$ cat config.mk
export PLATFORM = sky130hd
export DESIGN_NAME = lmac_unit
export DESIGN_NICKNAME = d
export VERILOG_FILES = /design/src/rtl/lmac_pkg.sv /design/src/rtl/lmac_rule_check.sv /design/src/rtl/lmac_arith.sv /design/src/rtl/lmac_delay.sv /design/src/rtl/lmac_unit.sv
export SDC_FILE = /design/constraint.sdc
export NUM_CORES = 2
export LEC_CHECK = 0
export ABC_CLOCK_PERIOD_IN_PS = 15000
export BUFFER_PORTS_ARGS = -buffer_cell sky130_fd_sc_hd__buf_2
export CORE_MARGIN = 5
export CORE_UTILIZATION = 35
export CTS_CLUSTER_DIAMETER = 40
export DETAILED_ROUTE_END_ITERATION = 8
export PLACE_DENSITY_LB_ADDON = 0.25
export REMOVE_ABC_BUFFERS = 1
export SLEW_MARGIN = 0
export SYNTH_ARGS = -nofsm -noshare
export SYNTH_HDL_FRONTEND = slang
export SYNTH_SLANG_ARGS = --single-unit
$ cat constraint.sdc
create_clock -name clk -period 15 [get_ports clk]
set_input_delay 2.25 -clock clk [delete_from_list [all_inputs] [get_ports clk]]
set_output_delay 2.25 -clock clk [all_outputs]
set_load 0.02 [all_outputs]
$ cat src/rtl/lmac_pkg.sv
package lmac_pkg;

    localparam int WORD_W = 32;
    localparam int IDX_W  = 4;
    localparam int PROD_W = 2 * WORD_W;

    typedef logic [WORD_W-1:0] word_t;
    typedef logic [IDX_W-1:0]  ridx_t;

    typedef enum logic [1:0] {
        OP_PLAIN      = 2'b00,
        OP_ACC_WIDE   = 2'b01,
        OP_ACC_SPLIT  = 2'b10,
        OP_RESERVED   = 2'b11
    } op_e;

    localparam ridx_t IDX_STACK = ridx_t'(13);
    localparam ridx_t IDX_PCNT  = ridx_t'(15);

    typedef struct packed {
        logic  valid;
        logic  illegal;
        word_t hi;
        word_t lo;
    } beat_t;

    function automatic logic idx_banned(input ridx_t i);
        return (i == IDX_STACK) || (i == IDX_PCNT);
    endfunction

endpackage

$ cat src/rtl/lmac_rule_check.sv
module lmac_rule_check
    import lmac_pkg::*;
(
    input  op_e   op,
    input  ridx_t idx_a,
    input  ridx_t idx_b,
    input  ridx_t dst_hi,
    input  ridx_t dst_lo,
    output logic  bad
);
    logic same_dst;
    logic banned_any;
    logic rsvd_op;

    always_comb begin
        same_dst   = (dst_hi == dst_lo);
        banned_any = idx_banned(idx_a) | idx_banned(idx_b)
                   | idx_banned(dst_hi) | idx_banned(dst_lo);
        rsvd_op    = (op == OP_RESERVED);
        bad        = same_dst | banned_any | rsvd_op;
    end
endmodule

$ cat src/rtl/lmac_arith.sv
module lmac_arith
    import lmac_pkg::*;
(
    input  op_e   op,
    input  word_t opa,
    input  word_t opb,
    input  word_t acc_hi,
    input  word_t acc_lo,
    output word_t res_hi,
    output word_t res_lo
);
    logic [PROD_W-1:0] product;
    logic [PROD_W:0]   split_sum;
    logic [PROD_W-1:0] total;

    always_comb begin
        product   = PROD_W'(opa) * PROD_W'(opb);
        split_sum = (PROD_W+1)'(product) + (PROD_W+1)'(acc_hi)
                  + (PROD_W+1)'(acc_lo);
        unique case (op)
            OP_PLAIN:     total = product;
            OP_ACC_WIDE:  total = product + {acc_hi, acc_lo};
            OP_ACC_SPLIT: total = split_sum[PROD_W-1:0];
            default:      total = '0;
        endcase
        res_hi = total[PROD_W-1:WORD_W];
        res_lo = total[WORD_W-1:0];
    end


    always_comb begin
        split_no_carry_chk: assert (split_sum[PROD_W] == 1'b0);
    end
endmodule

$ cat src/rtl/lmac_delay.sv
module lmac_delay
    import lmac_pkg::*;
#(
    parameter int DEPTH = 1
) (
    input  logic  clk,
    input  logic  rst,
    input  beat_t d,
    output beat_t q
);
    beat_t stage [DEPTH];

    for (genvar g = 0; g < DEPTH; g++) begin : g_stage
        if (g == 0) begin : g_first
            always_ff @(posedge clk) begin
                if (rst) stage[g] <= '0;
                else     stage[g] <= d;
            end
        end else begin : g_rest
            always_ff @(posedge clk) begin
                if (rst) stage[g] <= '0;
                else     stage[g] <= stage[g-1];
            end
        end
    end

    assign q = stage[DEPTH-1];
endmodule

$ cat src/rtl/lmac_unit.sv
module lmac_unit
    import lmac_pkg::*;
#(
    parameter int LAT = 1
) (
    input  logic        clk,
    input  logic        rst,
    input  logic        in_valid,
    input  logic [1:0]  op,
    input  logic [31:0] opa,
    input  logic [31:0] opb,
    input  logic [31:0] acc_hi,
    input  logic [31:0] acc_lo,
    input  logic [3:0]  idx_a,
    input  logic [3:0]  idx_b,
    input  logic [3:0]  dst_hi,
    input  logic [3:0]  dst_lo,
    output logic        out_valid,
    output logic [31:0] res_hi,
    output logic [31:0] res_lo,
    output logic        illegal
);
    op_e   op_sel;
    word_t calc_hi;
    word_t calc_lo;
    logic  rule_bad;
    beat_t head;
    beat_t tail;

    assign op_sel = op_e'(op);

    lmac_rule_check u_rules (
        .op     (op_sel),
        .idx_a  (idx_a),
        .idx_b  (idx_b),
        .dst_hi (dst_hi),
        .dst_lo (dst_lo),
        .bad    (rule_bad)
    );

    lmac_arith u_arith (
        .op     (op_sel),
        .opa    (opa),
        .opb    (opb),
        .acc_hi (acc_hi),
        .acc_lo (acc_lo),
        .res_hi (calc_hi),
        .res_lo (calc_lo)
    );

    always_comb begin
        head.valid   = in_valid;
        head.illegal = in_valid & rule_bad;
        head.hi      = in_valid ? calc_hi : '0;
        head.lo      = in_valid ? calc_lo : '0;
    end

    lmac_delay #(.DEPTH(LAT)) u_delay (
        .clk (clk),
        .rst (rst),
        .d   (head),
        .q   (tail)
    );

    assign out_valid = tail.valid;
    assign illegal   = tail.illegal;
    assign res_hi    = tail.hi;
    assign res_lo    = tail.lo;


    valid_latency_chk: assert property (@(posedge clk) disable iff (rst)
        out_valid == $past(in_valid, LAT));


    same_dst_flag_chk: assert property (@(posedge clk) disable iff (rst)
        (in_valid && dst_hi == dst_lo) |-> ##LAT (out_valid && illegal));


    banned_idx_flag_chk: assert property (@(posedge clk) disable iff (rst)
        (in_valid && (idx_a == 4'd13 || idx_a == 4'd15 || idx_b == 4'd13 ||
                      idx_b == 4'd15 || dst_hi == 4'd13 || dst_hi == 4'd15 ||
                      dst_lo == 4'd13 || dst_lo == 4'd15))
        |-> ##LAT (out_valid && illegal));


    reserved_zero_chk: assert property (@(posedge clk) disable iff (rst)
        (in_valid && op == 2'b11)
        |-> ##LAT (illegal && res_hi == '0 && res_lo == '0));


    idle_quiet_chk: assert property (@(posedge clk) disable iff (rst)
        !out_valid |-> (!illegal && res_hi == '0 && res_lo == '0));
endmodule

# Word-level counts from Yosys, hierarchy flattened
# Memories as Yosys holds them, arrays and structs flattened.
# Index checks and enable logic that the tools add are counted.
totals:
  out_inout_bits: 66
  register_bits: 0
  word_cells: 37
  mem_count: 1
  mem_bits_rw: 66
  input_bits: 149
classes:
  add_sub_neg: 3
  mux: 8
  eq_ne: 12
  reduce_logical: 6
  n_bitwise: 6
  multipliers: 1
mem_list:
  columns: ["memory", "words", "word_bits", "rd", "rd_clocked_by_memory_dff", "wr", "line", "source"]
  rows:
  - ["u_delay.stage", 1, 66, 1, 0, 1, "lmac_delay.sv:11", "beat_t stage [DEPTH];"]
op_table:
  columns: ["op", "n"]
  rows:
  - ["one-hot mux 64 bit (3 select lines)", 1]
  - ["adder 64 x 32 -> 64 bit", 2]
  - ["2-to-1 mux 66 bit", 1]
  - ["OR reduction 66 bit", 1]
  - ["adder 64 bit", 1]
  - ["multiplier 32 x 32 -> 64 bit", 1]
  - ["2-to-1 mux 32 bit", 2]
  - ["== test 4 bit, second input constant", 8]
  - ["OR 1 bit", 5]
  - ["== test 2 bit, second input constant", 2]
  - ["== test 4 bit", 1]
  - ["logical OR 1 bit", 4]
  - ["2-to-1 mux 1 bit", 4]
  - ["== test 2 x 1 -> 1 bit, second input constant", 1]
  - ["zero test 2 bit", 1]
  - ["AND 1 bit", 1]

# Depth between registers and ports, before layout
depth:
  ltp_word: 9
  ltp_mapped: 44
  depth_no_buf: 42

# Hierarchy
# A second synthesis with hierarchy kept.
unflattened:
  hier_cells: 5227
  hier_area_um2: 44288.7
by_module_without_submodules:
  columns: ["module", "area_per_inst_um2", "cells_each", "n_inst", "seq_area_each_um2"]
  rows:
  - ["lmac_arith", 41939.0, 5006, 1, 0.0]
  - ["lmac_delay", 1796.7, 139, 1, 1321.3]
  - ["lmac_unit", 479.2, 72, 1, 0.0]
  - ["lmac_rule_check", 73.8, 10, 1, 0.0]

# Worst setup path after synthesis
# Ideal clock, no wire load.
synth_timing:
  path_type: "input-to-reg"
  start: "input port opb[2]"
  end: "memory u_delay.stage[0][63] in the netlist's numbering"
  setup_time_ns: 0.130
  arrival_ns: 11.311
  n_path_buf: 2
  path_slack_ns: 3.559
  required_ns: 14.870
  path_stages: 36
  cell_sequence: "clkbuf_1 and2_1 fa_1 inv_1 fa_1 fa_1 fa_1 inv_1 fa_1 inv_1 fa_1 inv_1 fa_1 fa_1 ha_1 buf_2 nand2_2 o21ai_0 a32oi_1 nand3_1 a31oi_1 xnor2_1 fa_1 ha_1 and3_1 nand4_1 nor3_1 a21oi_1 o31a_1 nor2_1 nor4b_1 nand4_1 nor3_2 nand4_1 xnor2_1 o22ai_1"
synth_between:
  elab_chain_cells: 6
  word_cells_on_any_way: 7
  classes_between: "add/sub (3); mul (1); mux (3)"
synth_lines:
  columns: ["item", "line", "source"]
  rows:
  - ["start, declared", "lmac_unit.sv:11", "input logic [31:0] opb,"]
  - ["multiplier 32 x 32 -> 64 bit (*)", "lmac_arith.sv:17", "product = PROD_W'(opa) * PROD_W'(opb);"]
  - ["adder 64 x 32 -> 64 bit", "lmac_arith.sv:18", "split_sum = (PROD_W+1)'(product) + (PROD_W+1)'(acc_hi)"]
  - ["adder 64 x 32 -> 64 bit", "lmac_arith.sv:19", "+ (PROD_W+1)'(acc_lo);"]
  - ["one-hot mux 64 bit (3 select lines) (*)", "lmac_arith.sv:20", "unique case (op)"]
  - ["2-to-1 mux 32 bit (*)", "lmac_unit.sv:54", "head.hi = in_valid ? calc_hi : '0;"]
  - ["2-to-1 mux 66 bit (no line) (*)", null, null]
  - ["end, declared", "lmac_delay.sv:11", null]
# Mark *: on every way between the ends. The rest lies on a longest branch, timed or not.

# Worst setup path after layout
layout_timing:
  start: "input port opa[12]"
  end: "memory u_delay.stage[0][48] in the netlist's numbering"
layout_between:
  elab_chain_cells: 6
  word_cells_on_any_way: 7
  classes_between: "add/sub (3); mul (1); mux (3)"
layout_lines:
  columns: ["item", "line", "source"]
  rows:
  - ["start, declared", "lmac_unit.sv:10", "input logic [31:0] opa,"]
  - ["multiplier 32 x 32 -> 64 bit (*)", "lmac_arith.sv:17", null]
  - ["adder 64 x 32 -> 64 bit", "lmac_arith.sv:18", null]
  - ["adder 64 x 32 -> 64 bit", "lmac_arith.sv:19", null]
  - ["one-hot mux 64 bit (3 select lines) (*)", "lmac_arith.sv:20", null]
  - ["2-to-1 mux 32 bit (*)", "lmac_unit.sv:54", null]
  - ["2-to-1 mux 66 bit (no line) (*)", null, null]
# Marks and branches as above.

==> reports/metrics.cfg <==
[status]
status=complete, no violations

[sta]
tns_ps=0
hold_viol=0
setup_violations=0
fmax_mhz=71.7
tightest_slew_ps=1080
drv_slew=0
maxSlewHeadroom_pct=27.3
setup_ws_ps=1050
rsz0062_at_grt=no
period_needed_ps=13950
period_share_pct=93.0

[layout]
drive_gt1_share_pct=6.12
final_nets=6488
largest-register=u_delay.stage
top_regs=u_delay.stage: 66 flops
multi_input_area_mm2=0.0368
seqCellArea_mm2=0.00132
fillers=12800
largest_register_ffs=66
syn_to_final_growth_pct=6.34
post-route-cell-area_mm2=0.0457

[cts]
clkTransAtPathRegs_ps=60
cts_setup_buffers=0
htreeDepth=3
clk_path_buf_depth=2
cts-buffers-inserted=9
cts-hold-fix-buffers=0
cts_resized=0
cts_tree=done
cts.sinks=66
cts_root_buf=clkbuf_16

[flow_run]
max-cap-violations=0

[global_routing]
track_usage_pct=20.8
antenna_found_initial=8
grt-ovfl-total=0
grt.met1_usage_pct=29.8
grt_pass1_vias=36300
grt_max_degree=59
top_usage_layer=met2
met2_usage_pct=34.9
grt.met3_usage_pct=2.08
grt_pass1_wl_mm=214

[synthesis]
synth_compound_area_share_pct=9.01
synthMuxAreaShare_pct=0.704
synth_xor_xnor_area_share_pct=3.32
synth_top_family_by_area=adder cells
synth_cell_types=94
postSynth.asyncResetShare_pct=0
yosys_most_used_dff=dfxtp_1
seq_area_frac_synth_pct=3.07
syn_inst=5042
ys_seq_elements=66
yosys.area_share.simple_pct=18.7
synth_edf_count=0
yosys_warnings=0
syn_area_mm2=0.0430
synth_fa_ha_area_share_pct=53.9
syn_area_per_cell_um2=8.53

[die]
core_area_mm2=0.122
dieArea_mm2=0.130
ios=215
rows=128
initial_core_util_pct=35.3
die_width_um=361
die_h_um=361

[critical_path]
crit_slowest_cell=xnor2_1
cp-start-kind=input port
cp_top_family=adder cells
critPathRequiredTime_ps=15230
crit_buf_inv=5
end_kind=flop
cp_max_fo=24
critPathKind=in -> reg
worst_path_most_repeated_cell=fa_1
arrival_ps=14180
cpPeakStageDelay_ps=900

[placed_design]
io_buffers=212
place_area_mm2=0.0454
gp_congestion=0.887
pre_cts_slack_ps=980
hpwl_mm=113

[routing]
wl_per_cell_um=20.1
drt_pass1_iterations=6
drc=0
drt_iter0_drc=2309
routed_wl_mm=134
via_per_inst=5.10
ant_nets=0
vias=34000

[hold_path]
min_path_type=in -> reg

-- synth_stat cells, types with 7 or more instances --
cell type,count,area [um^2]
a31oi_1,25,156
o21a_1,21,158
o211ai_1,16,120
dfxtp_1,66,1320
and3_1,24,150
nor3_1,36,180
nor2b_1,24,150
nand2b_1,10,62.6
mux2i_1,28,280
o21ai_0,114,571
a21o_1,70,526
a21oi_1,194,971
buf_2,19,95.1
xnor2_1,104,911
clkbuf_1,244,916
nand3_1,50,250
o31ai_1,7,52.6
nand2_1,609,2290
nor2_1,176,661
o22a_1,7,61.3
a21boi_0,7,52.6
nor4_1,8,50.1
ha_1,365,4570
o21bai_1,18,135
a211oi_1,18,135
nand4_1,39,244
a221oi_1,7,61.3
o22ai_1,20,125
xor2_1,57,499
inv_1,1011,3790
a22oi_1,12,90.1
fa_1,930,18600
and2_1,573,3580
a41oi_1,8,70.1
-- area by class of cell --
class	instances	share of cell area, %
Multi-Input combinational cell	3692	80.5
Clock inverter	6	0.202
Antenna cell	1	0.00547
Tap cell	1625	4.44
Inverter	1014	8.32
Timing Repair Buffer	261	3.12
Sequential cell	66	2.89
Clock buffer	9	0.492
-- logic make-up (layout without fill, tap and decap cells) --
group,after synthesis,after routing
AO/OA/AOI/OAI,610,610
XOR/XNOR,162,162
adder cells (fa/ha/maj),1295,1295
buffers and inverters,1284,1290
flip-flops,66,66
multiplexers,30,30
other,0,1
AND/OR/NAND/NOR,1595,1595
-- per-stage QoR --
| stage | std cells | util [%] | hold slack [ps] |
|---|---|---|---|
| after floorplan | 4772 | - | 2350 |
| after global routing | 6673 | 37.5 | 2240 |
| after CTS | 6673 | 37.5 | 2220 |
| after global placement | 6658 | 37.2 | 2570 |
| final | 6674 | 37.5 | 2220 |
| after detailed placement | 6658 | 37.2 | 2580 |
-- placed cells by master, fill, tap and decap left out, types with 24 or more instances in the layout --
cell,n
a21o_1,70
a21oi_1,194
a31oi_1,25
and2_1,573
and3_1,24
buf_2,212
buf_4,49
dfxtp_1,66
fa_1,930
ha_1,365
inv_1,1011
mux2i_1,28
nand2_1,609
nand3_1,50
nand4_1,39
nor2_1,175
nor2b_1,24
nor3_1,36
o21ai_0,114
xnor2_1,104
xor2_1,57
-- final timing paths --
path / startpoint / end / slack, ps / depth (start not counted)
max: opa[12] / u_delay.stage[0][48]$_SDFF_PP0_ / 1050 / 35
min: dst_lo[0] / u_delay.stage[0][64]$_SDFF_PP0_ / 2220 / 3
-- routing by layer --
| metal | part of all wire (%) | vias up |
|---|---|---|
| met5 | 0.038 | - |
| met4 | 1.5 | 8 |
| met3 | 4.6 | 111 |
| met2 | 47 | 790 |
| met1 | 46 | 17700 |
| li1 | - | 15400 |
Power is left out: the tool's default activity adds up to more than one toggle a clock period on the data nets, which glitch-free logic cannot reach.
